`config.mk`:
```
export PLATFORM = sky130hd
export DESIGN_NAME = iter_divider
export DESIGN_NICKNAME = d
export VERILOG_FILES = /design/src/rtl/div_pkg.sv /design/src/rtl/div_setup.sv /design/src/rtl/div_step.sv /design/src/rtl/div_fixup.sv /design/src/rtl/iter_divider.sv
export SDC_FILE = /design/constraint.sdc
export NUM_CORES = 1
export LEC_CHECK = 0
export BUFFER_PORTS_ARGS = -buffer_cell sky130_fd_sc_hd__buf_2
export CAP_MARGIN = 20
export CORE_ASPECT_RATIO = 0.6
export CORE_UTILIZATION = 55
export CTS_CLUSTER_SIZE = 16
export DETAILED_ROUTE_END_ITERATION = 10
export GPL_TIMING_DRIVEN = 0
export PLACE_DENSITY = 0.75
export SLEW_MARGIN = 25
export SYNTH_ARGS = -nofsm -noshare
export SYNTH_HDL_FRONTEND = slang
export SYNTH_SLANG_ARGS = --single-unit
```
`constraint.sdc`:
```
create_clock -name clk -period 3.7 [get_ports clk]
set_clock_uncertainty 0.2 [all_clocks]
set_input_delay 0.37 -clock clk [delete_from_list [all_inputs] [get_ports clk]]
set_output_delay 0.37 -clock clk [all_outputs]
set_load 0.02 [all_outputs]
```
`src/rtl/div_pkg.sv`:
```
package div_pkg;
  typedef struct packed {
    logic wide;
    logic sgn;
    logic frac;
  } div_mode_t;
endpackage

```
`src/rtl/div_setup.sv`:
```
module div_setup
  import div_pkg::*;
#(
  parameter int W = 16
) (
  input  logic [2*W-1:0] a,
  input  logic [W-1:0]   b,
  input  div_mode_t      mode,
  output logic [W+1:0]   p_init,
  output logic [W-1:0]   n_init,
  output logic [W-1:0]   b_mag,
  output logic           q_neg,
  output logic           r_neg
);
  localparam int DW = 2 * W;

  logic [DW-1:0] a_ext, a_abs, a_mag;
  logic          a_neg, b_neg;

  always_comb begin
    if (mode.wide && !mode.frac) a_ext = a;
    else if (mode.sgn)           a_ext = {{W{a[W-1]}}, a[W-1:0]};
    else                         a_ext = {{W{1'b0}}, a[W-1:0]};
    a_neg  = mode.sgn & a_ext[DW-1];
    b_neg  = mode.sgn & b[W-1];
    a_abs  = a_neg ? (~a_ext + 1'b1) : a_ext;
    // fractional: scale so the quotient lands in 1.(W-1) format
    a_mag  = mode.frac ? (a_abs << (W - 1)) : a_abs;
    b_mag  = b_neg ? (~b + 1'b1) : b;
    p_init = {2'b00, a_mag[DW-1:W]};
    n_init = a_mag[W-1:0];
    q_neg  = a_neg ^ b_neg;
    r_neg  = a_neg;
  end
endmodule

```
`src/rtl/div_step.sv`:
```
module div_step #(
  parameter int W = 16
) (
  input  logic [W+1:0] p_in,
  input  logic [W-1:0] n_in,
  input  logic [W-1:0] b,
  output logic [W+1:0] p_out,
  output logic [W-1:0] n_out
);
  localparam int PW = W + 2;

  logic [PW-1:0] sh;

  always_comb begin
    sh    = {p_in[PW-2:0], n_in[W-1]};
    // non-restoring: add back when the partial remainder went negative
    p_out = p_in[PW-1] ? (sh + {2'b00, b}) : (sh - {2'b00, b});
    n_out = {n_in[W-2:0], ~p_out[PW-1]};
  end
endmodule

```
`src/rtl/div_fixup.sv`:
```
module div_fixup #(
  parameter int W = 16
) (
  input  logic [W-1:0] q_mag,
  input  logic [W+1:0] p_fin,
  input  logic         q_neg,
  input  logic         r_neg,
  output logic [W-1:0] q_out,
  output logic [W-1:0] r_out
);
  always_comb begin
    q_out = q_neg ? (~q_mag + 1'b1) : q_mag;
    r_out = r_neg ? (~p_fin[W-1:0] + 1'b1) : p_fin[W-1:0];
  end
endmodule

```
`src/rtl/iter_divider.sv`:
```
module iter_divider
  import div_pkg::*;
#(
  parameter int W = 16
) (
  input  logic           clk,
  input  logic           rst,
  input  logic           start,
  input  logic           step_en,
  input  logic [2*W-1:0] dividend,
  input  logic [W-1:0]   divisor,
  input  logic           wide,
  input  logic           sgn,
  input  logic           frac,
  output logic [W-1:0]   quotient,
  output logic [W-1:0]   remainder,
  output logic           done,
  output logic           div_zero
);
  localparam int DW    = 2 * W;
  localparam int PW    = W + 2;
  localparam int STEPS = W + 3;
  localparam int CW    = $clog2(STEPS);
  localparam logic [CW-1:0] LAST_Q = CW'(W);
  localparam logic [CW-1:0] CORR   = CW'(W + 1);

  logic            busy;
  logic [CW-1:0]   cnt;
  logic [DW-1:0]   op_a;
  logic [W-1:0]    op_b;
  div_mode_t       op_mode;
  logic [PW-1:0]   p_r;
  logic [W-1:0]    n_r;
  logic [W-1:0]    b_r;
  logic            qn_r, rn_r;

  logic [PW-1:0]   p_init, p_nxt;
  logic [W-1:0]    n_init, n_nxt, b_mag, q_fix, r_fix;
  logic            q_neg, r_neg;

  div_setup #(.W(W)) u_setup (
    .a(op_a), .b(op_b), .mode(op_mode),
    .p_init(p_init), .n_init(n_init), .b_mag(b_mag),
    .q_neg(q_neg), .r_neg(r_neg)
  );

  div_step #(.W(W)) u_step (
    .p_in(p_r), .n_in(n_r), .b(b_r), .p_out(p_nxt), .n_out(n_nxt)
  );

  div_fixup #(.W(W)) u_fix (
    .q_mag(n_r), .p_fin(p_r), .q_neg(qn_r), .r_neg(rn_r),
    .q_out(q_fix), .r_out(r_fix)
  );

  always_ff @(posedge clk) begin
    if (rst) begin
      busy      <= 1'b0;
      cnt       <= '0;
      op_a      <= '0;
      op_b      <= '0;
      op_mode   <= '0;
      p_r       <= '0;
      n_r       <= '0;
      b_r       <= '0;
      qn_r      <= 1'b0;
      rn_r      <= 1'b0;
      quotient  <= '0;
      remainder <= '0;
      done      <= 1'b0;
      div_zero  <= 1'b0;
    end else if (start && !busy) begin
      op_a         <= dividend;
      op_b         <= divisor;
      op_mode.wide <= wide;
      op_mode.sgn  <= sgn;
      op_mode.frac <= frac;
      busy         <= 1'b1;
      cnt          <= '0;
      done         <= 1'b0;
      div_zero     <= (divisor == '0);
    end else if (busy && step_en) begin
      cnt <= cnt + 1'b1;
      if (cnt == '0) begin
        p_r  <= p_init;
        n_r  <= n_init;
        b_r  <= b_mag;
        qn_r <= q_neg;
        rn_r <= r_neg;
      end else if (cnt <= LAST_Q) begin
        p_r <= p_nxt;
        n_r <= n_nxt;
      end else if (cnt == CORR) begin
        if (p_r[PW-1]) p_r <= p_r + {2'b00, b_r};
      end else begin
        quotient  <= q_fix;
        remainder <= r_fix;
        done      <= 1'b1;
        busy      <= 1'b0;
        cnt       <= '0;
      end
    end
  end
endmodule

```
======== Word-level counts from Yosys, hierarchy flattened ========
Index checks and enable logic that the tools add are counted.
storage, ports and cells
  output and inout bits ................... 34
  bits in registers ....................... 143
  input bits .............................. 55
operators by class
  add/subtract/negate cells ............... 8
  bitwise logic cells ..................... 12
  $lt $le $gt $ge ......................... 1
  muxes and demuxes ....................... 22
  eq/ne operators ......................... 4
  reductions and logical operators ........ 19
operator list
  cell                                                    count
  2-to-1 mux 32 bit                                       4
  2-to-1 mux 18 bit                                       5
  2-to-1 mux 16 bit                                       5
  adder 16 x 1 -> 16 bit (second input constant)          3
  inverter 16 bit                                         3
  adder 18 x 16 -> 18 bit                                 2
  adder 32 x 1 -> 32 bit (second input constant)          1
  inverter 32 bit                                         1
  subtractor 18 x 16 -> 18 bit                            1
  logical NOT 16 bit                                      1
  2-to-1 mux 5 bit                                        3
  AND reduction 4 bit                                     3
  AND reduction 3 bit                                     3
  inequality test 2 bit (second input constant)           3
  nonzero test 3 bit                                      2
  adder 5 x 1 -> 5 bit (second input constant)            1
  equality test 5 bit (second input constant)             1
  less-or-equal comparator 5 bit (second input constant)  1
  logical NOT 5 bit                                       1
  2-to-1 mux 1 bit                                        5
  inverter 1 bit                                          5
  AND reduction 5 bit                                     1
  nonzero test 2 bit                                      2
  logical AND 1 bit                                       3
  4 further kinds                                         6

======== Longest topological paths before layout ========
Gate-level depths: netlist of the first run.
  depth in word-level cells ............... 8
  mapped depth ............................ 15
  mapped depth without buffers ............ 15

======== Modules after synthesis ========
Synthesis of the first run repeated with hierarchy kept, for this count alone.
second synthesis, totals
  cell total of the unflattened synthesis .. 1,406
  area, all modules ....................... 10,234.8 um^2
modules (own cells, without submodules)
  module        cells an instance  area each (um^2)  sequential area each (um^2)  times used
  iter_divider  868                6,546.3           2,862.7                      1
  div_setup     247                1,580.3           0.0                          1
  div_step      204                1,485.2           0.0                          1
  div_fixup     87                 623.1             0.0                          1

======== Least setup slack after synthesis of the first run ========
OpenSTA, ideal clock, no wires.
  path type ............................... register -> register
  start point ............................. register b_r[2]
  end point ............................... register p_r[17]
  buffers on the path ..................... 0
  cell stages (with the launch flop) ...... 16
  data required time ...................... 3,378 ps
  data arrival time ....................... 3,074 ps
  slack ................................... 304 ps
  cell sequence ........................... dfxtp_1 -> nor3_1 -> nand2_1 -> nor3_1 -> and2_1 -> a21oi_1 -> xor2_1 -> ha_1 -> a21oi_1 -> o21ai_0 -> a221o_1 -> and3_1 -> a21oi_1 -> a31oi_1 -> xnor2_1 -> o32a_1
between the ends
  cells in the longest elaborated chain, start to end .. 5
  elaborated cells between the ends (all ways) .. 8
  those cells by class .................... add/sub (3); mux (5)
ends and longest elaborated chain
  what                     line                source
  start, declared          iter_divider.sv:34  logic [W-1:0] b_r;
  start signal, assigned   iter_divider.sv:87  b_r <= b_mag;
  adder 18 x 16 -> 18 bit  iter_divider.sv:94  if (p_r[PW-1]) p_r <= p_r + {2'b00, b_r};
  2-to-1 mux 18 bit        iter_divider.sv:94
  2-to-1 mux 18 bit        iter_divider.sv:93  end else if (cnt == CORR) begin
  2-to-1 mux 18 bit (*)    iter_divider.sv:90  end else if (cnt <= LAST_Q) begin
  2-to-1 mux 18 bit (*)    iter_divider.sv:84  if (cnt == '0) begin
  end signal, assigned     iter_divider.sv:85  p_r <= p_init;
  end signal, assigned     iter_divider.sv:91  p_r <= p_nxt;
  end signal, assigned     iter_divider.sv:94
  end, declared            iter_divider.sv:32  logic [PW-1:0] p_r;
Every way passes the cells marked *; elsewhere a longest branch is shown, timed or not. The select of a mux whose other input is x is not followed.
A chain may end at the register's enable or synchronous reset.

======== Worst setup path after layout of the first run ========
  start point ............................. register op_a[0]
  end point ............................... register p_r[14]
between the ends
  cells in the longest elaborated chain, start to end .. 7
ends and longest elaborated chain
  what                        line                source
  start, declared             iter_divider.sv:29  logic [DW-1:0] op_a;
  start signal, assigned      iter_divider.sv:73  op_a <= dividend;
  2-to-1 mux 32 bit           div_setup.sv:22     else if (mode.sgn) a_ext = {{W{a[W-1]}}, a[W-1:0]};
  2-to-1 mux 32 bit (*)       div_setup.sv:21     if (mode.wide && !mode.frac) a_ext = a;
  inverter 32 bit (*)         div_setup.sv:26     a_abs = a_neg ? (~a_ext + 1'b1) : a_ext;
  adder 32 x 1 -> 32 bit (*)  div_setup.sv:26
  2-to-1 mux 32 bit (*)       div_setup.sv:26
  2-to-1 mux 32 bit (*)       div_setup.sv:28     a_mag = mode.frac ? (a_abs << (W - 1)) : a_abs;
  2-to-1 mux 18 bit (*)       iter_divider.sv:84
Every way passes the cells marked *; elsewhere a longest branch is shown, timed or not.

==> results.json, run 1 <==
{
  "worst_ep_arrival_time_ns": 3.73,
  "antenna_found_initial": 1,
  "combPwrFrac_pct": 21.6,
  "wirelength_mm": 33.3,
  "cts-htree-levels": 4,
  "swShare_pct": 32.7,
  "ys_warn_count": 0,
  "fmax_mhz": 277,
  "wl_per_cell_um": 20.9,
  "gp_congestion": 0.993,
  "r2r_start": "op_a[0]$_SDFFE_PP0P_",
  "cp-end-kind": "flip-flop",
  "die_y_um": 102,
  "reg2reg_to": "p_r[14]$_SDFFE_PP0P_",
  "synth.cell_area_um2": 9140,
  "use_met3_pct": 10.5,
  "vias": 10093,
  "root_buffer": "clkbuf_16",
  "synth_top_area_share_pct": 31.3,
  "area_delta_synth_final_pct": 21.7,
  "synth_area_leaders": "dfxtp_1 (31%), nand2_1 (8.0%), a21oi_1 (7.4%), ha_1 (5.6%), xnor2_1 (5.2%)",
  "power.density_nw_per_um2": 403,
  "start_util_pct": 56.3,
  "synth_seq_cells": 143,
  "hold_depth": 3,
  "insertion_delay_ns": 0.44,
  "ys_seq_area_share_pct": 31.3,
  "p_total_w": 0.00448,
  "drive_gt1_share_pct": 12.4,
  "drt_iter0_markers": 1342,
  "netSwitchingPower_w": 0.00146,
  "dp.cells": 1507,
  "hold-worst-slack_ns": 0.0224,
  "syn_avg_cell_area_um2": 7.55,
  "syn_nets": 1308,
  "dp_hpwl_mm": 24.4,
  "critPathLaunchType": "flip-flop",
  "tightest_slew_ns": 1.01,
  "cts_sinks": 143,
  "maxSlewHeadroom_pct": 32.6,
  "min_to": "op_a[31]$_SDFFE_PP0P_",
  "yosysMostFrequentCell": "nand2_1",
  "finalSetupViolations": 0,
  "synth_edf_count": 0,
  "clkSlewWorstSetupHoldPaths_ns": 0.07,
  "port_buffers": 88,
  "timing.final.crit_share_pct": 97.6,
  "synthTopCellsByCount": "nand2_1 (195), dfxtp_1 (143), a21oi_1 (135)",
  "drt_pre_antenna_iters": 5,
  "hp-start": "dividend[31]",
  "ir_worst_vdd_mv": 0.286,
  "regArea_um2": 2870,
  "grt_remaining_overflow": 0,
  "clock_path_buffers": 2,
  "stdcell_count": 1596,
  "async_flop_share_pct": 0,
  "slew_viol_final": 0,
  "p_seq_share_pct": 38.0,
  "core-area_um2": 16200,
  "period_minus_slack_ns": 3.61,
  "worstSetupPathType": "flip-flop to flip-flop",
  "rows": 36,
  "cts_tree": "done",
  "grt_busiest_layer": "met1",
  "rsz0062_at_grt": "yes",
  "die_w_um": 168,
  "grt_max_degree": 17,
  "dieArea_um2": 17100,
  "grt_pass1_vias": 8944,
  "hold_viol_final": 0,
  "hp-class": "primary input to flip-flop",
  "remaining_drc_errors": 0,
  "multi_input_area_um2": 6020,
  "ff2ff_setup_slack_ns": 0.09,
  "synth_flop_cell": "dfxtp_1",
  "num_antenna_cells": 0,
  "cp_max_fo": 6,
  "synthDistinctLibCells": 66,
  "grt_pass1_wl_mm": 51.1,
  "yosysTopAreaCell": "dfxtp_1",
  "grt_util_all_layers_pct": 39.5,
  "grt_use_met1_pct": 59.1,
  "r2r_cells": 11,
  "ioPinCount": 89,
  "worstPathRequired_ns": 3.82,
  "ant_nets": 0,
  "grt_util_met2_pct": 54.8,
  "p_int_w": 0.00301,
  "drv_cap": 0,
  "vias_per_cell": 6.32,
  "fillers": 1396,
  "cts_buffers": 17,
  "power_frac_clock_pct": 40.4,
  "power.static_leakage_nw": 4.38,
  "nets": 1472,
  "status": "completed",
  "synthCells": 1210
}
## cells by family after synthesis
kind of cell | share of synthesized area [%]
simple gates | 22.3
compound gates | 25.6
flops | 31.3
xor+xnor | 9.97
buf+inv | 3.96
fa+ha+maj | 6.05
mux | 0.808
## metal layers
layer  wire length (µm)  part of all wire, %
met1              15500                   46
met2              13100                   39
met3               4130                   12
met4                624                  1.9
met5                 17                0.051
## timing repair
item | CTS | global route
hold buffers | 50 | 0
setup endpoints to repair | 10 | 11
gates resized for setup | 11 | 30
pin swaps | 1 | 15
buffers inserted | 0 | 8
hold endpoints to repair | 50 | 0
## layout make-up
class	instances	area share (%)
repair buffers	146	9.00
plain buffers	75	2.61
multi-input cells	971	54.1
flip-flops and latches	143	25.8
well taps	209	2.35
inverters	20	0.675
clock buffers	17	3.83
clock inverters	15	1.59
## registers in the layout, summed over array words and instances (netlist names), 5 cells and up
signal     cells
b_r           16
cnt            5
n_r           16
op_a          32
op_b          16
p_r           18
quotient      16
remainder     16
## layout by cell type, fill, tap and decap left out, drive strengths merged, types with 4 or more instances in the layout
cell type,n
a311oi,4
o21ai,52
and3,7
nor3,28
a32o,5
xnor2,54
dfxtp,143
a22oi,15
o211ai,10
a31oi,12
nand3,19
a21o,9
o311ai,5
o31ai,17
inv,27
a211oi,58
ha,41
dlygate4sd3,50
nand2b,9
a22o,4
nor2,122
a21oi,135
and2,12
nor4,10
or3,16
mux2i,4
or4,9
clkbuf,84
nand4,5
nand2,195
xor2,50
nor2b,5
o21a,8
buf,104
## worst max-delay path: stages, from the launching register on
cell      delay [ns]
dfxtp_1         0.35
inv_1           0.13
ha_1            0.19
or3b_2          0.50
or4_1           0.41
clkbuf_1        0.22
nor3_4          0.28
o21ai_1         0.17
a311o_1         0.38
a32o_1          0.28
a31oi_2         0.26
o211ai_1        0.11
## power by group through the flow
stage	combinational [W]	clock (W)	sequential [W]
finish	0.000966	0.00181	0.00170
global route	0.00105	0.00186	0.00170
CTS	0.000883	0.00180	0.00169
detailed placement	0.000829	0	0.00173
global placement	0.000815	0	0.00172
floorplan	0.000611	0	0.00169
## how the worst max path moves through the flow
stage                         startpoint                   end  slack, ns  cells past startpoint
finish              op_a[0]$_SDFFE_PP0P_  p_r[14]$_SDFFE_PP0P_       0.09                     11
global route         b_r[2]$_SDFFE_PP0P_  p_r[17]$_SDFFE_PP0P_      -0.06                     15
CTS                  b_r[4]$_SDFFE_PP0P_  p_r[17]$_SDFFE_PP0P_      0.001                     15
detailed placement  p_r[17]$_SDFFE_PP0P_  p_r[10]$_SDFFE_PP0P_      -0.37                     12
global placement    p_r[17]$_SDFFE_PP0P_  p_r[10]$_SDFFE_PP0P_      -0.34                     12
floorplan            b_r[2]$_SDFFE_PP0P_  p_r[17]$_SDFFE_PP0P_       0.30                     15
## per-stage QoR
| step | util, % | TNS [ns] | cell area, µm² | setup WS, ns |
|---|---|---|---|---|
| after floorplan | - | 0 | 9140 | 0.304 |
| after global placement | 60.7 | -1.26 | 9840 | -0.339 |
| after detailed placement | 60.7 | -1.96 | 9840 | -0.368 |
| after CTS | 67.5 | 0 | 11000 | 0.00145 |
| after global routing | 68.6 | -0.157 | 11100 | -0.0575 |
| final | 68.6 | 0 | 11100 | 0.0885 |
Power figures use the tool's default switching activity.
==> run 2, diff against run 1 <==
--- a/config.mk
+++ b/config.mk
@@ -8,11 +8,12 @@
 export BUFFER_PORTS_ARGS = -buffer_cell sky130_fd_sc_hd__buf_2
 export CAP_MARGIN = 20
 export CORE_ASPECT_RATIO = 0.6
-export CORE_UTILIZATION = 55
+export CORE_MARGIN = 2
+export CORE_UTILIZATION = 54
 export CTS_CLUSTER_SIZE = 16
 export DETAILED_ROUTE_END_ITERATION = 10
 export GPL_TIMING_DRIVEN = 0
-export PLACE_DENSITY = 0.75
+export PLACE_DENSITY = 0.77
 export SLEW_MARGIN = 25
 export SYNTH_ARGS = -nofsm -noshare
 export SYNTH_HDL_FRONTEND = slang
==> constraint.sdc (replaced) <==
create_clock -name clk -period 3.25 [get_ports clk]
set_clock_uncertainty 0.2 [all_clocks]
set_input_delay 0.325 -clock clk [delete_from_list [all_inputs] [get_ports clk]]
set_output_delay 0.325 -clock clk [all_outputs]
set_load 0.02 [all_outputs]
==> results.json, run 2 (synthesis results as in run 1) <==
{
  "clkSlewWorstSetupHoldPaths_ns": 0.06,
  "hold-worst-slack_ns": 0.182,
  "num_antenna_cells": 0,
  "drt_iter0_markers": 1266,
  "remaining_drc_errors": 0,
  "use_met3_pct": 12.2,
  "die_w_um": 172,
  "worstPathRequired_ns": 3.38,
  "grt_util_met2_pct": 48.8,
  "drt_pre_antenna_iters": 6,
  "rows": 36,
  "area_delta_synth_final_pct": 26.3,
  "final_common_cell": "nand2_1",
  "crit_start": "b_r[2]$_SDFFE_PP0P_",
  "grt_max_degree": 17,
  "p_total_w": 0.00529,
  "ir_worst_vdd_mv": 0.340,
  "period_minus_slack_ns": 3.43,
  "worstSetupPathType": "flip-flop to flip-flop",
  "grt_pass1_wl_mm": 50.6,
  "largest_registers": "op_a x32, p_r x18",
  "power.density_nw_per_um2": 458,
  "power.static_leakage_nw": 4.55,
  "fillers": 1375,
  "grt_use_met1_pct": 55.9,
  "wirelength_mm": 33.6,
  "ioPinCount": 89,
  "maxSlewHeadroom_pct": 41.1,
  "root_buffer": "clkbuf_16",
  "critical-path-top-delay-family": "compound AO/OA/AOI/OAI gates",
  "grt_busiest_layer": "met1",
  "clock_path_buffers": 2,
  "vias": 10181,
  "status": "finished, violations left",
  "largest_reg_flops": 32,
  "grt_pass1_vias": 9026,
  "start_util_pct": 55.7,
  "largest-register": "op_a",
  "dieArea_um2": 18000,
  "cp_slowest_stage_delay_ns": 0.36,
  "nets": 1488,
  "cp_max_fo": 4,
  "setup_slack_ns": -0.179,
  "drive_gt1_share_pct": 16.4,
  "cts_sinks": 143,
  "drv_cap": 0,
  "final.setup.tns_ns": -0.522,
  "slew_viol_final": 0,
  "core-area_um2": 16400,
  "insertion_delay_ns": 0.44,
  "die_y_um": 105,
  "cp-end-kind": "flip-flop",
  "vias_per_cell": 6.24,
  "mostFrequentLayoutCells": "nand2_1 (194), dfxtp_1 (131), a21oi_1 (130)",
  "gp_congestion": 0.971,
  "crit_cells": 15,
  "fmax_mhz": 292,
  "grt_remaining_overflow": 0,
  "path_buf_inv": 0,
  "port_buffers": 88,
  "antenna_found_initial": 0,
  "hp-start": "step_en",
  "cts_buffers": 17,
  "r2r_start": "b_r[2]$_SDFFE_PP0P_",
  "worst_ep_arrival_time_ns": 3.56,
  "wl_per_cell_um": 20.6,
  "critPathLaunchType": "flip-flop",
  "cpMaxStageDelayCell": "dfxtp_4",
  "hold_viol_final": 0,
  "hp-class": "primary input to flip-flop",
  "tightest_slew_ns": 0.881,
  "utilization_pct": 70.4,
  "cts-htree-levels": 4,
  "timing.final.crit_share_pct": 106,
  "grt_util_all_layers_pct": 36.7,
  "ant_nets": 0,
  "violations": "negative setup slack",
  "dp_hpwl_mm": 23.8,
  "finalSetupViolations": 5,
  "rsz0062_at_grt": "yes",
  "hold_depth": 4,
  "cts_tree": "done",
  "path_cells": "nor3_4 > nand2_2 > nor3_4 > and2_4 > a21oi_2 > xor2_1 > ha_1 > a21oi_2 > o21ai_2 > a221o_1 > and3_4 > a21oi_4 > a31oi_2 > xnor2_2 > o32a_1",
  "r2r_cells": 15
}
## run 2: timing repair
| action | in CTS | in global routing |
|---|---|---|
| hold buffers | 52 | 0 |
| endpoints found under the setup margin | 18 | 28 |
| gates resized for setup | 50 | 58 |
| pin swaps | 25 | 36 |
| endpoints found under the hold margin | 53 | 0 |
| setup buffers | 11 | 13 |
## run 2: area by class of cell
type                    instances  area (µm²)  area share (%)
plain buffers                  73         304            2.63
clock inverters                13         178            1.54
inverters                      20        80.1           0.694
repair buffers                164        1140            9.89
clock buffers                  19         443            3.84
well taps                     228         285            2.47
multi-input cells             971        6210            53.8
flip-flops and latches        143        2900            25.1
## run 2: layer usage
metal | routed length (µm) | share of wire, %
met2 | 13200 | 39
met4 | 814 | 2.4
met3 | 4420 | 13
met1 | 15200 | 45
met5 | 0 | 0
## run 2: worst register-to-register path: stages, from the launching register on
cell     delay, ns
dfxtp_4       0.36
nor3_4        0.21
nand2_2       0.10
nor3_4        0.13
and2_4        0.21
a21oi_2       0.07
xor2_1        0.15
ha_1          0.35
a21oi_2       0.18
o21ai_2       0.10
a221o_1       0.35
and3_4        0.17
a21oi_4       0.13
a31oi_2       0.13
xnor2_2       0.17
o32a_1        0.30
## run 2: where the power goes
group	switching (W)	internal [W]
sequential	0.000118	0.00182
clock	0.000884	0.00125
combinational	0.000693	0.000527
total	0.00169	0.00359
## run 2: path summary, 6_finish.rpt
kind / end / slack (ns)
max: p_r[17]$_SDFFE_PP0P_ / -0.18
max reg2reg: p_r[17]$_SDFFE_PP0P_ / -0.18
min: cnt[1]$_SDFFE_PP0P_ / 0.18
min reg2reg: remainder[9]$_SDFFE_PP0P_ / 0.25
## run 2: per-stage QoR
step | worst slack, ns | instance area, µm² | std cells
after floorplan | -0.00277 | 9140 | 1210
after global placement | -0.645 | 9870 | 1526
after detailed placement | -0.667 | 9870 | 1526
after CTS | -0.102 | 11300 | 1619
after global routing | -0.323 | 11500 | 1631
final | -0.179 | 11500 | 1631
